===== config.mk =====
export PLATFORM = sky130hd
export DESIGN_NAME = gcd_engine
export DESIGN_NICKNAME = d
export VERILOG_FILES = /design/src/rtl/gcd_pkg.sv /design/src/rtl/gcd_ctrl.sv /design/src/rtl/gcd_dpath.sv /design/src/rtl/gcd_engine.sv
export SDC_FILE = /design/constraint.sdc
export NUM_CORES = 1
export LEC_CHECK = 0
export BUFFER_PORTS_ARGS = -buffer_cell sky130_fd_sc_hd__buf_2
export CAP_MARGIN = 40
export CORE_ASPECT_RATIO = 0.9
export CORE_MARGIN = 5
export CORE_UTILIZATION = 60
export CTS_BUF_LIST = sky130_fd_sc_hd__clkbuf_8
export CTS_CLUSTER_DIAMETER = 100
export DETAILED_ROUTE_END_ITERATION = 7
export GPL_TIMING_DRIVEN = 0
export MAX_ROUTING_LAYER = met4
export PLACE_DENSITY = 0.86
export REMOVE_ABC_BUFFERS = 1
export SLEW_MARGIN = 20
export SYNTH_ARGS = -nofsm -noshare
export SYNTH_HDL_FRONTEND = slang
export SYNTH_SLANG_ARGS = --single-unit

===== constraint.sdc =====
create_clock -name clk -period 6.41 [get_ports clk]
set_input_delay 1.6025 -clock clk [delete_from_list [all_inputs] [get_ports clk]]
set_output_delay 1.6025 -clock clk [all_outputs]
set_load 0.1 [all_outputs]

===== src/rtl/gcd_pkg.sv =====
package gcd_pkg;

  typedef enum logic [1:0] {
    ST_IDLE = 2'd0,
    ST_STEP = 2'd1,
    ST_HOLD = 2'd2
  } gcd_state_e;

  // Control bundle from controller to datapath.
  typedef struct packed {
    logic ld_x;       // load working register A
    logic ld_y;       // load working register B
    logic x_from_in;  // 1: A takes operand, 0: A takes A-B
    logic y_from_in;  // 1: B takes operand, 0: B takes B-A
    logic ld_d;       // load result register
    logic d_from_y;   // 1: result takes B, 0: result takes A
  } gcd_ctl_t;

  // Status bundle from datapath to controller.
  typedef struct packed {
    logic x_lt_y;
    logic x_ne_y;
    logic x_zero;
    logic y_zero;
  } gcd_sts_t;

endpackage


===== src/rtl/gcd_ctrl.sv =====
module gcd_ctrl
  import gcd_pkg::*;
(
  input  logic     clk,
  input  logic     rst,
  input  logic     start,
  input  gcd_sts_t sts,
  output gcd_ctl_t ctl,
  output logic     done
);

  gcd_state_e st_q, st_d;
  logic       done_q;

  always_comb begin
    st_d = st_q;
    ctl  = '0;
    unique case (st_q)
      ST_IDLE: begin
        if (start) begin
          ctl.ld_x      = 1'b1;
          ctl.ld_y      = 1'b1;
          ctl.x_from_in = 1'b1;
          ctl.y_from_in = 1'b1;
          st_d          = ST_STEP;
        end
      end
      ST_STEP: begin
        if (sts.x_zero) begin
          ctl.ld_d     = 1'b1;
          ctl.d_from_y = 1'b1;
          st_d         = ST_HOLD;
        end else if (sts.y_zero || !sts.x_ne_y) begin
          ctl.ld_d = 1'b1;
          st_d     = ST_HOLD;
        end else if (sts.x_lt_y) begin
          ctl.ld_y = 1'b1;
        end else begin
          ctl.ld_x = 1'b1;
        end
      end
      ST_HOLD: begin
        if (!start) st_d = ST_IDLE;
      end
      default: st_d = ST_IDLE;
    endcase
  end

  always_ff @(posedge clk) begin
    if (rst) begin
      st_q   <= ST_IDLE;
      done_q <= 1'b0;
    end else begin
      st_q   <= st_d;
      done_q <= ctl.ld_d;
    end
  end

  assign done = done_q;

  // the done flag never lasts two cycles
  p_done_single_r6: assert property (@(posedge clk) disable iff (rst)
    done_q |=> !done_q);

  // while start stays high after completion, nothing is loaded
  p_hold_noload_r8: assert property (@(posedge clk) disable iff (rst)
    (st_q == ST_HOLD && start) |=> (st_q == ST_HOLD && !ctl.ld_x && !ctl.ld_y));

endmodule


===== src/rtl/gcd_dpath.sv =====
module gcd_dpath
  import gcd_pkg::*;
#(
  parameter int WIDTH = 8
) (
  input  logic             clk,
  input  logic             rst,
  input  gcd_ctl_t         ctl,
  input  logic [WIDTH-1:0] opa,
  input  logic [WIDTH-1:0] opb,
  output gcd_sts_t         sts,
  output logic [WIDTH-1:0] result
);

  logic [WIDTH-1:0] x_q, y_q, d_q;
  logic [WIDTH-1:0] x_minus_y, y_minus_x;
  logic [WIDTH-1:0] x_nxt, y_nxt, d_nxt;

  // Two dedicated subtractors
  assign x_minus_y = x_q - y_q;
  assign y_minus_x = y_q - x_q;

  // Comparators and zero detectors
  assign sts.x_lt_y = (x_q < y_q);
  assign sts.x_ne_y = (x_q != y_q);
  assign sts.x_zero = (x_q == '0);
  assign sts.y_zero = (y_q == '0);

  // Input multiplexers
  assign x_nxt = ctl.x_from_in ? opa : x_minus_y;
  assign y_nxt = ctl.y_from_in ? opb : y_minus_x;
  assign d_nxt = ctl.d_from_y  ? y_q : x_q;

  always_ff @(posedge clk) begin
    if (rst) begin
      x_q <= '0;
      y_q <= '0;
      d_q <= '0;
    end else begin
      if (ctl.ld_x) x_q <= x_nxt;
      if (ctl.ld_y) y_q <= y_nxt;
      if (ctl.ld_d) d_q <= d_nxt;
    end
  end

  assign result = d_q;

  // an iteration on B strictly shrinks B, and one on A strictly shrinks A
  p_shrink_y_r5: assert property (@(posedge clk) disable iff (rst)
    (ctl.ld_y && !ctl.y_from_in) |=> (y_q < $past(y_q)));
  p_shrink_x_r5: assert property (@(posedge clk) disable iff (rst)
    (ctl.ld_x && !ctl.x_from_in) |=> (x_q < $past(x_q)));

  // a result is never taken while both registers are nonzero and unequal
  p_finish_ok_r4: assert property (@(posedge clk) disable iff (rst)
    ctl.ld_d |-> (sts.x_zero || sts.y_zero || !sts.x_ne_y));

endmodule


===== src/rtl/gcd_engine.sv =====
module gcd_engine
  import gcd_pkg::*;
#(
  parameter int WIDTH = 8
) (
  input  logic             clk,
  input  logic             rst,
  input  logic             start,
  input  logic [WIDTH-1:0] opa,
  input  logic [WIDTH-1:0] opb,
  output logic [WIDTH-1:0] result,
  output logic             done
);

  gcd_ctl_t ctl;
  gcd_sts_t sts;

  gcd_ctrl u_ctrl (
    .clk   (clk),
    .rst   (rst),
    .start (start),
    .sts   (sts),
    .ctl   (ctl),
    .done  (done)
  );

  gcd_dpath #(.WIDTH(WIDTH)) u_dpath (
    .clk    (clk),
    .rst    (rst),
    .ctl    (ctl),
    .opa    (opa),
    .opb    (opb),
    .sts    (sts),
    .result (result)
  );

  // the result moves only together with the done flag
  p_result_stable_r7: assert property (@(posedge clk) disable iff (rst)
    !done |-> $stable(result));

  // reset clears the outputs
  p_reset_clear_r1: assert property (@(posedge clk)
    $past(rst) |-> (!done && result == '0));

endmodule


==> impl_metrics.tcl, run 1 <==
set metrics [dict create \
    outcome "finished clean" \
    gp_congestion 0.919 \
    clock_latency_ns 0.27 \
    period_share_pct 48.6 \
    yosysUniqueCellTypes 52 \
    antenna_cells 0 \
    dr.first_iter.drc_count 173 \
    die-area_sq_um 4690 \
    dp_hpwl_microns 3590 \
    worst_hold_startpoint "u_dpath.result[3]" \
    layout_fillers 292 \
    placedInstanceArea_sq_um 2160 \
    stdcell_count 306 \
    grt_setup_unrepaired "no" \
    final_antenna_net_count 0 \
    final.min_clock_period_ns 3.12 \
    drt_pre_antenna_iters 5 \
    criticalPathCategory "in2reg" \
    clock_sink_count 27 \
    timing.final.setup_violations 0 \
    grt_overflow 0 \
    synth-seq-cells 27 \
    worst_setup_path_end_kind "register" \
    layout.area.seq_sq_um 541 \
    antenna_found_initial 0 \
    die-height_microns 65.5 \
    worst-endpoint-required_ns 6.56 \
    number_of_vias_per_cell 6.12 \
    detail_route.wl_per_cell_microns 15.2 \
    chipWidth_microns 71.6 \
    critPathLaunchType "primary input" \
    layout_area_growth_over_synthesis_pct 7.44 \
    placement.setup.worst_slack_ns 3.11 \
    ys.flop_type "sky130_fd_sc_hd__dfxtp_1" \
    cp_max_fo 19 \
    cts_made_buffers 3 \
    timing.reg2reg.worst_path_depth 7 \
    slew_viol_final 0 \
    detailed_route_wire_length_microns 4650 \
    postSynth.asyncResetShare_pct 0 \
    worstReg2RegEnd "u_dpath.y_q[3]" \
    drc 0 \
    grt_max_degree 26 \
    worstSetupStartpoint "start" \
    max_slew.worst_pin.slew_ns 0.718 \
    fin_setup_tns_ns 0 \
    holdBufCountCts 0 \
    rows 20 \
    initial_utilization_pct 61.7 \
    worst_path_clk_slew_ns 0.08 \
    post-cts-setup-buffers 0 \
    postCtsResizedCells 0 \
    multiInputGateArea_sq_um 1350 \
    rr_startpoint "u_dpath.y_q[5]" \
    synth_sequential_area_ratio_pct 26.3 \
    relSlewSlack_pct 52.0 \
    synthCells 246 \
    ioPinCount 28 \
    post_synth.cell_area_avg_sq_um 8.34 \
    layout-drive-gt1-share_pct 19.5 \
    final_nets 299 \
    grt_pass1_vias 1631 \
    yosys_warnings 0 \
    cts_max_path_buffers 2 \
    route.vias.total 1874 \
    cp.arrival_ns 3.26 \
    hold_class "reg2reg" \
    finalInstanceArea_sq_um 2200 \
    ctsRootBufferMaster "sky130_fd_sc_hd__clkbuf_8" \
    r2r_setup_slack_ns 3.78 \
    final_hold_viol_count 0 \
    layout_setup_ws_ns 3.29 \
    cap_violations 0 \
    fmax_mhz 321 \
    worstHoldPathCells 2 \
    core_region_area_sq_um 3330 \
    fin_skew_ns 0.00237 \
    grt_first_pass_wirelength_microns 7800 \
    cts_tree "yes" \
    netlist_area_sq_um 2050 \
    holdPathEnd "u_dpath.result[3]" \
    htree_levels 1 \
    dpl.cell_count 302 \
    grtUsageTotal_pct 21.3 \
    number_of_enable_flip_flop_cells_after_synthesis 0 \
    port_buffers 27 \
]
-- cells in the final DEF, fill, tap and decap left out, drive strengths merged, types with 5 or more instances in the layout --
master,n
nor2,32
a21oi,29
buf,28
dfxtp,27
inv,18
ha,15
a211oi,12
nand2,10
o21ai,9
nor3,8
nor4,7
a311oi,7
o21a,6
nand2b,6
a31oi,6
a2111oi,5
-- worst max-delay path by stage --
stage / endpoint / slack (ns) / cells past startpoint
floorplan: u_dpath.x_q[6] / 3.31 / 6
global placement: u_dpath.y_q[2] / 2.83 / 6
detailed placement: u_dpath.y_q[3] / 3.11 / 7
CTS: u_dpath.y_q[3] / 3.40 / 7
global route: u_dpath.y_q[3] / 3.25 / 7
finish: u_dpath.y_q[3] / 3.29 / 7
-- kinds of logic (layout without fill, tap and decap cells) --
family                     after synthesis  in the layout  synth area share, %
AOI/OAI and AO/OA                       85             85                 31.2
and+or+nand+nor                         76             76                 19.9
buffers and inverters                   33             49                 7.87
DFF                                     27             27                 26.3
adders and majority gates               17             17                 11.1
xor gates and xnor gates                 6              6                 2.56
muxes                                    2              2                 1.04
-- synthesized netlist by cell type, drive strengths merged (3+ instances only) --
library cell  count  area share (%)
a31oi             6             2.1
a211oi           12             4.4
a2111oi           5             2.4
a311oi            7             3.9
a21oi            29             8.5
inv              17             3.1
o21a              6             2.2
xnor2             3             1.3
xor2              3             1.3
nor2             32             6.2
clkbuf            4            0.73
nor3              8             2.0
buf              12             4.0
nand2            10             1.8
ha               15             9.1
nor4              7             2.1
dfxtp            27              26
nor3b             3             1.1
nand2b            6             2.2
o21ai             9             2.6
-- sequential cells by signal, summed over array words and instances (netlist names) --
signal and cells:
u_ctrl.done 1, u_dpath.y_q 8, u_ctrl.st_q 2, u_dpath.x_q 8, u_dpath.result 8
-- per-stage QoR --
| step | hold slack (ns) | utilization [%] |
|---|---|---|
| after floorplan | 0.491 | - |
| after global placement | 0.485 | 64.4 |
| after detailed placement | 0.493 | 64.9 |
| after CTS | 0.505 | 66.2 |
| after global routing | 0.517 | 66.2 |
| final | 0.500 | 66.2 |
-- metal layers --
metal	vias up	GRT usage [%]	share of wire, %
li1	935	-	-
met1	859	29.8	47
met2	69	32.3	45
met3	11	1.53	6.0
met4	0	7.98	2.0
met5	-	-	0
-- final cells by class --
type	instances	area share, %
Clock buffer	3	1.87
Clock inverter	1	0.170
Inverter	17	2.89
Multi-Input combinational cell	186	61.2
Sequential cell	27	24.5
Tap cell	44	2.50
Timing Repair Buffer	28	6.81
-- critical path, stage by stage --
cell,delay [ns]
sky130_fd_sc_hd__buf_2,0.08
sky130_fd_sc_hd__nand2b_1,0.24
sky130_fd_sc_hd__nor2_2,0.43
sky130_fd_sc_hd__buf_8,0.22
sky130_fd_sc_hd__nor2_1,0.07
sky130_fd_sc_hd__a2111oi_1,0.55
sky130_fd_sc_hd__nor3_1,0.08
Power of run 1 is left out: the tool's default activity adds up to more than one toggle a clock period on the data nets, which glitch-free logic cannot reach.
==> run 2, diff against run 1 <==
--- a/config.mk
+++ b/config.mk
@@ -9,13 +9,13 @@
 export CAP_MARGIN = 40
 export CORE_ASPECT_RATIO = 0.9
 export CORE_MARGIN = 5
-export CORE_UTILIZATION = 60
+export CORE_UTILIZATION = 54
 export CTS_BUF_LIST = sky130_fd_sc_hd__clkbuf_8
 export CTS_CLUSTER_DIAMETER = 100
 export DETAILED_ROUTE_END_ITERATION = 7
 export GPL_TIMING_DRIVEN = 0
 export MAX_ROUTING_LAYER = met4
-export PLACE_DENSITY = 0.86
+export PLACE_DENSITY = 0.82
 export REMOVE_ABC_BUFFERS = 1
 export SLEW_MARGIN = 20
 export SYNTH_ARGS = -nofsm -noshare
==> constraint.sdc (replaced) <==
create_clock -name clk -period 2.8 [get_ports clk]
set_input_delay 0.7 -clock clk [delete_from_list [all_inputs] [get_ports clk]]
set_output_delay 0.7 -clock clk [all_outputs]
set_load 0.1 [all_outputs]
==> run 2 against run 1 <==
Critical endpoint is now u_dpath.y_q[0]. Worst hold slack lost 0.0017 ns. Non-clock buffer count grew 1. Utilization shrank 5.8 points. Worst setup slack lost 3.0 ns. Critical path depth grew 1. Design area grew 1.6%. Critical path type is now reg2reg. First-iteration DRC count grew 22%. Flip-flop and latch count is the same. Die area grew 9.4%. Global-route usage shrank 1.8 points. Register-to-register slack lost 3.5 ns.
==> impl_metrics.tcl, run 2 (synthesis gave the netlist of run 1 again) <==
set metrics [dict create \
    initial_utilization_pct 55.4 \
    cts_made_buffers 3 \
    grt_max_degree 26 \
    crit_buf_inv 1 \
    ioPinCount 28 \
    max_slew.worst_pin.slew_ns 0.633 \
    grt_overflow 0 \
    grt_first_pass_wirelength_microns 7540 \
    port_buffers 27 \
    ctsRootBufferMaster "sky130_fd_sc_hd__clkbuf_8" \
    outcome "finished clean" \
    holdPathEnd "u_dpath.result[7]" \
    cts_max_path_buffers 2 \
    worst_hold_startpoint "u_dpath.result[7]" \
    layout-drive-gt1-share_pct 20.2 \
    rows 21 \
    detail_route.wl_per_cell_microns 15.0 \
    timing.reg2reg.worst_path_depth 8 \
    htree_levels 1 \
    layout.area.seq_sq_um 541 \
    grt_pass1_vias 1580 \
    postLayoutCoreUtil_pct 60.5 \
    cts_tree "yes" \
    dpl.cell_count 304 \
    worst-endpoint-required_ns 2.95 \
    layout_area_growth_over_synthesis_pct 9.21 \
    relSlewSlack_pct 57.8 \
    clock_latency_ns 0.27 \
    cp_max_fo 11 \
    fin_worst_hold_slack_ns 0.498 \
    path_cells "inv_1 -> ha_1 -> a21oi_4 -> o21ai_2 -> a311o_1 -> o21a_1 -> a2111oi_1 -> nor3_1" \
    final.min_clock_period_ns 2.50 \
    fmax_mhz 400 \
    worstReg2RegEnd "u_dpath.y_q[0]" \
    fin_skew_ns 0.00351 \
    antenna_cells 0 \
    final_hold_viol_count 0 \
    number_of_vias_per_cell 5.89 \
    core_region_area_sq_um 3700 \
    final_nets 300 \
    most-common-layout-cells "29 x sky130_fd_sc_hd__nor2_1, 27 x sky130_fd_sc_hd__buf_2, 27 x sky130_fd_sc_hd__dfxtp_1" \
    critPathLaunchType "register" \
    cap_violations 0 \
    worstHoldPathCells 2 \
    multiInputGateArea_sq_um 1370 \
    detailed_route_wire_length_microns 4650 \
    worst_path_largest_cell_delay_ns 0.45 \
    stdcell_count 309 \
    route.vias.total 1820 \
    critical-path-slowest-cell "sky130_fd_sc_hd__dfxtp_1" \
    final_antenna_net_count 0 \
    dr.first_iter.drc_count 211 \
    rr_startpoint "u_dpath.y_q[5]" \
    period_share_pct 89.4 \
    die-area_sq_um 5130 \
    layout_fillers 339 \
    drc 0 \
    grtUsageTotal_pct 19.5 \
    antenna_found_initial 0 \
    chipWidth_microns 75.0 \
    grt_setup_unrepaired "no" \
    slew_viol_final 0 \
    die-height_microns 68.5 \
    timing.final.setup_violations 0 \
    criticalPathCategory "reg2reg" \
    worst_path_clk_slew_ns 0.09 \
    worst_setup_path_end_kind "register" \
    dp_hpwl_microns 3610 \
    hold_class "reg2reg" \
    gp_congestion 0.898 \
    top_cell_family_by_delay_on_the_critical_path "compound AO/OA/AOI/OAI gates" \
    fin_setup_tns_ns 0 \
    cp.arrival_ns 2.65 \
    mostFrequentLayoutCell "sky130_fd_sc_hd__nor2_1" \
    r2r_setup_slack_ns 0.30 \
    clock_sink_count 27 \
    drt_pre_antenna_iters 4 \
]
==> run 2: changes by cell type in the layout (fill, tap and decap cells not counted), sizes merged <==
cell	change
buf	+1
inv	-1
clkinv	+1
==> run 2: worst max-delay path by stage <==
stage,from,to,slack [ns],cells past startpoint
global route,u_dpath.y_q[5],u_dpath.y_q[2],0.07,8
CTS,u_dpath.x_q[0],u_dpath.x_q[7],0.17,9
global placement,start,u_dpath.y_q[4],0.08,6
floorplan,u_dpath.x_q[0],u_dpath.x_q[7],0.47,9
finish,u_dpath.y_q[5],u_dpath.y_q[0],0.30,8
detailed placement,u_dpath.x_q[0],u_dpath.x_q[7],0.19,9
==> run 2: what timing repair did <==
item	CTS	global route
hold buffers	0	0
setup buffers	0	1
setup endpoints to repair	0	10
resized for setup	0	2
==> run 2: area by class of cell <==
class | count | share of cell area [%]
repair buffers | 29 | 7.43
clock buffers | 3 | 1.84
flip-flops and latches | 27 | 24.1
clock inverters | 1 | 0.223
well taps | 46 | 2.57
inverters | 17 | 2.85
multi-input cells | 186 | 61.0
==> run 2: worst min-delay path: cells and delay by family (launching register included) <==
family | cells | cell delay, ns
AOI/OAI and AO/OA | 1 | 0.05
DFF | 1 | 0.32
and+or+nand+nor | 1 | 0.09
==> run 2: per-stage QoR <==
stage	setup WS, ns	instance area (sq um)
floorplan	0.470	1950
CTS	0.171	2200
finish	0.297	2240
global placement	0.0816	2150
global route	0.0725	2240
detailed placement	0.190	2160
==> run 2: layer usage <==
layer  track usage (%)  routed length, microns  up-vias
li1                  -                       -      937
met2              29.2                    2110       56
met4              5.78                      50        0
met3              1.47                     352        4
met5                 -                       0        -
met1              27.9                    2130      823
Power of run 2 is left out for the same reason.
==> run 3, diff against run 2 <==
--- a/config.mk
+++ b/config.mk
@@ -8,14 +8,14 @@
 export BUFFER_PORTS_ARGS = -buffer_cell sky130_fd_sc_hd__buf_2
 export CAP_MARGIN = 40
 export CORE_ASPECT_RATIO = 0.9
-export CORE_MARGIN = 5
+export CORE_MARGIN = 3
 export CORE_UTILIZATION = 54
 export CTS_BUF_LIST = sky130_fd_sc_hd__clkbuf_8
 export CTS_CLUSTER_DIAMETER = 100
 export DETAILED_ROUTE_END_ITERATION = 7
 export GPL_TIMING_DRIVEN = 0
 export MAX_ROUTING_LAYER = met4
-export PLACE_DENSITY = 0.82
+export PLACE_DENSITY = 0.76
 export REMOVE_ABC_BUFFERS = 1
 export SLEW_MARGIN = 20
 export SYNTH_ARGS = -nofsm -noshare
==> run 3 against run 2 <==
Register-to-register slack got worse by 0.12 ns. Die area fell by 11%. Largest cell class unchanged. Highest routed layer unchanged. Count of clock-buffer cells in the layout did not move. Worst hold slack barely moved.
==> impl_metrics.tcl, run 3 (synthesis gave the netlist of run 1 again) <==
set metrics [dict create \
    top_cell_family_by_delay_on_the_critical_path "compound AO/OA/AOI/OAI gates" \
    slew_viol_final 0 \
    grt_max_degree 26 \
    grt_pass1_vias 1673 \
    cts_made_buffers 3 \
    crit_buf_inv 1 \
    number_of_vias_per_cell 6.15 \
    timing.final.setup_violations 0 \
    relSlewSlack_pct 60.1 \
    final.min_clock_period_ns 2.63 \
    drt_pre_antenna_iters 4 \
    finalInstanceArea_sq_um 2220 \
    grt_overflow 0 \
    initial_utilization_pct 58.6 \
    final_antenna_net_count 0 \
    cp.arrival_ns 2.82 \
    critical-path-slowest-cell "sky130_fd_sc_hd__o31ai_4" \
    cp_max_fo 10 \
    holdBufCountCts 0 \
    cts_max_path_buffers 2 \
    layout_area_growth_over_synthesis_pct 8.41 \
    antenna_cells 0 \
    detail_route.wl_per_cell_microns 15.8 \
    holdPathEnd "u_dpath.result[3]" \
    drc 0 \
    outcome "finished clean" \
    rows 20 \
    fin_setup_tns_ns 0 \
    period_share_pct 93.8 \
    grtUsageTotal_pct 22.3 \
    die-height_microns 64.5 \
    cap_violations 0 \
    worst_path_largest_cell_delay_ns 0.48 \
    postCtsResizedCells 0 \
    mostFrequentLayoutCell "sky130_fd_sc_hd__nor2_1" \
    hold_class "reg2reg" \
    fmax_mhz 381 \
    chipWidth_microns 71.0 \
    placedInstanceArea_sq_um 2160 \
    ioPinCount 28 \
    die-area_sq_um 4580 \
    htree_levels 1 \
    path_cells "inv_1 -> ha_1 -> fa_1 -> nand2b_4 -> a21oi_4 -> a311oi_2 -> o31ai_4 -> o211ai_1 -> o211a_1" \
    r2r_setup_slack_ns 0.17 \
    route.vias.total 1883 \
    antenna_found_initial 0 \
    gp_congestion 0.853 \
    grt_setup_unrepaired "no" \
    fin_worst_hold_slack_ns 0.498 \
    detailed_route_wire_length_microns 4840 \
    critical_path_cell_count 9 \
    worst_hold_startpoint "u_dpath.result[3]" \
    clock_sink_count 27 \
    worstHoldPathCells 2 \
    final_nets 299 \
    criticalPathCategory "reg2reg" \
    most-common-layout-cells "29 x sky130_fd_sc_hd__nor2_1, 27 x sky130_fd_sc_hd__buf_2, 27 x sky130_fd_sc_hd__dfxtp_1" \
    rr_startpoint "u_dpath.x_q[0]" \
    fin_skew_ns 0.0122 \
    cts_tree "yes" \
    worst-endpoint-required_ns 3.00 \
    post-cts-setup-buffers 0 \
    max_slew.worst_pin.slew_ns 0.598 \
    port_buffers 27 \
    ctsRootBufferMaster "sky130_fd_sc_hd__clkbuf_8" \
    core_region_area_sq_um 3500 \
    layout-drive-gt1-share_pct 19.8 \
    critPathLaunchType "register" \
    dp_hpwl_microns 3570 \
    worst_setup_path_end_kind "register" \
    grt_first_pass_wirelength_microns 7880 \
    clock_latency_ns 0.29 \
    final_hold_viol_count 0 \
    worstReg2RegEnd "u_dpath.x_q[7]" \
    dr.first_iter.drc_count 110 \
    worst_path_clk_slew_ns 0.11 \
    timing.reg2reg.worst_path_depth 9 \
    postLayoutCoreUtil_pct 63.5 \
]
[run 3: changes by cell type in the layout (fill, tap and decap cells not counted)]
| cell | before | now |
|---|---|---|
| sky130_fd_sc_hd__buf_12 | 1 | 0 |
| sky130_fd_sc_hd__clkinv_2 | 1 | 0 |
| sky130_fd_sc_hd__clkinvlp_4 | 0 | 1 |
| sky130_fd_sc_hd__buf_6 | 1 | 0 |
| sky130_fd_sc_hd__buf_8 | 0 | 1 |
[run 3: area by class of cell]
class | count | area, sq um
Clock buffer | 3 | 41.3
Tap cell | 44 | 55.1
Inverter | 17 | 63.8
Sequential cell | 27 | 541
Timing Repair Buffer | 28 | 150
Multi-Input combinational cell | 186 | 1370
Fill cell | 312 | 1280
Clock inverter | 1 | 7.51
[run 3: routing by layer]
metal	global-route usage, %	wire [microns]	up-vias
li1	-	-	942
met3	3.57	287	6
met2	33.3	2180	53
met4	4.23	59	0
met5	-	0	-
met1	32.1	2310	882
[run 3: worst max path at each step]
stage                         startpoint             end
after floorplan           u_dpath.x_q[0]  u_dpath.x_q[7]
after global placement             start  u_dpath.x_q[6]
after detailed placement  u_dpath.y_q[5]  u_dpath.y_q[7]
after CTS                 u_dpath.y_q[5]  u_dpath.y_q[7]
after global routing      u_dpath.x_q[0]  u_dpath.x_q[5]
final                     u_dpath.x_q[0]  u_dpath.x_q[7]
[run 3: worst reg2reg max path: stages (launching register included)]
cell,delay (ns)
sky130_fd_sc_hd__dfxtp_1,0.45
sky130_fd_sc_hd__inv_1,0.07
sky130_fd_sc_hd__ha_1,0.21
sky130_fd_sc_hd__fa_1,0.40
sky130_fd_sc_hd__nand2b_4,0.17
sky130_fd_sc_hd__a21oi_4,0.20
sky130_fd_sc_hd__a311oi_2,0.23
sky130_fd_sc_hd__o31ai_4,0.48
sky130_fd_sc_hd__o211ai_1,0.16
sky130_fd_sc_hd__o211a_1,0.15
[run 3: stage by stage]
step                setup slack [ns]  std cells
CTS                            0.162        306
global placement               0.146        301
global route                  0.0256        306
detailed placement             0.182        302
floorplan                      0.470        230
finish                         0.173        306
Power of run 3 is left out for the same reason.
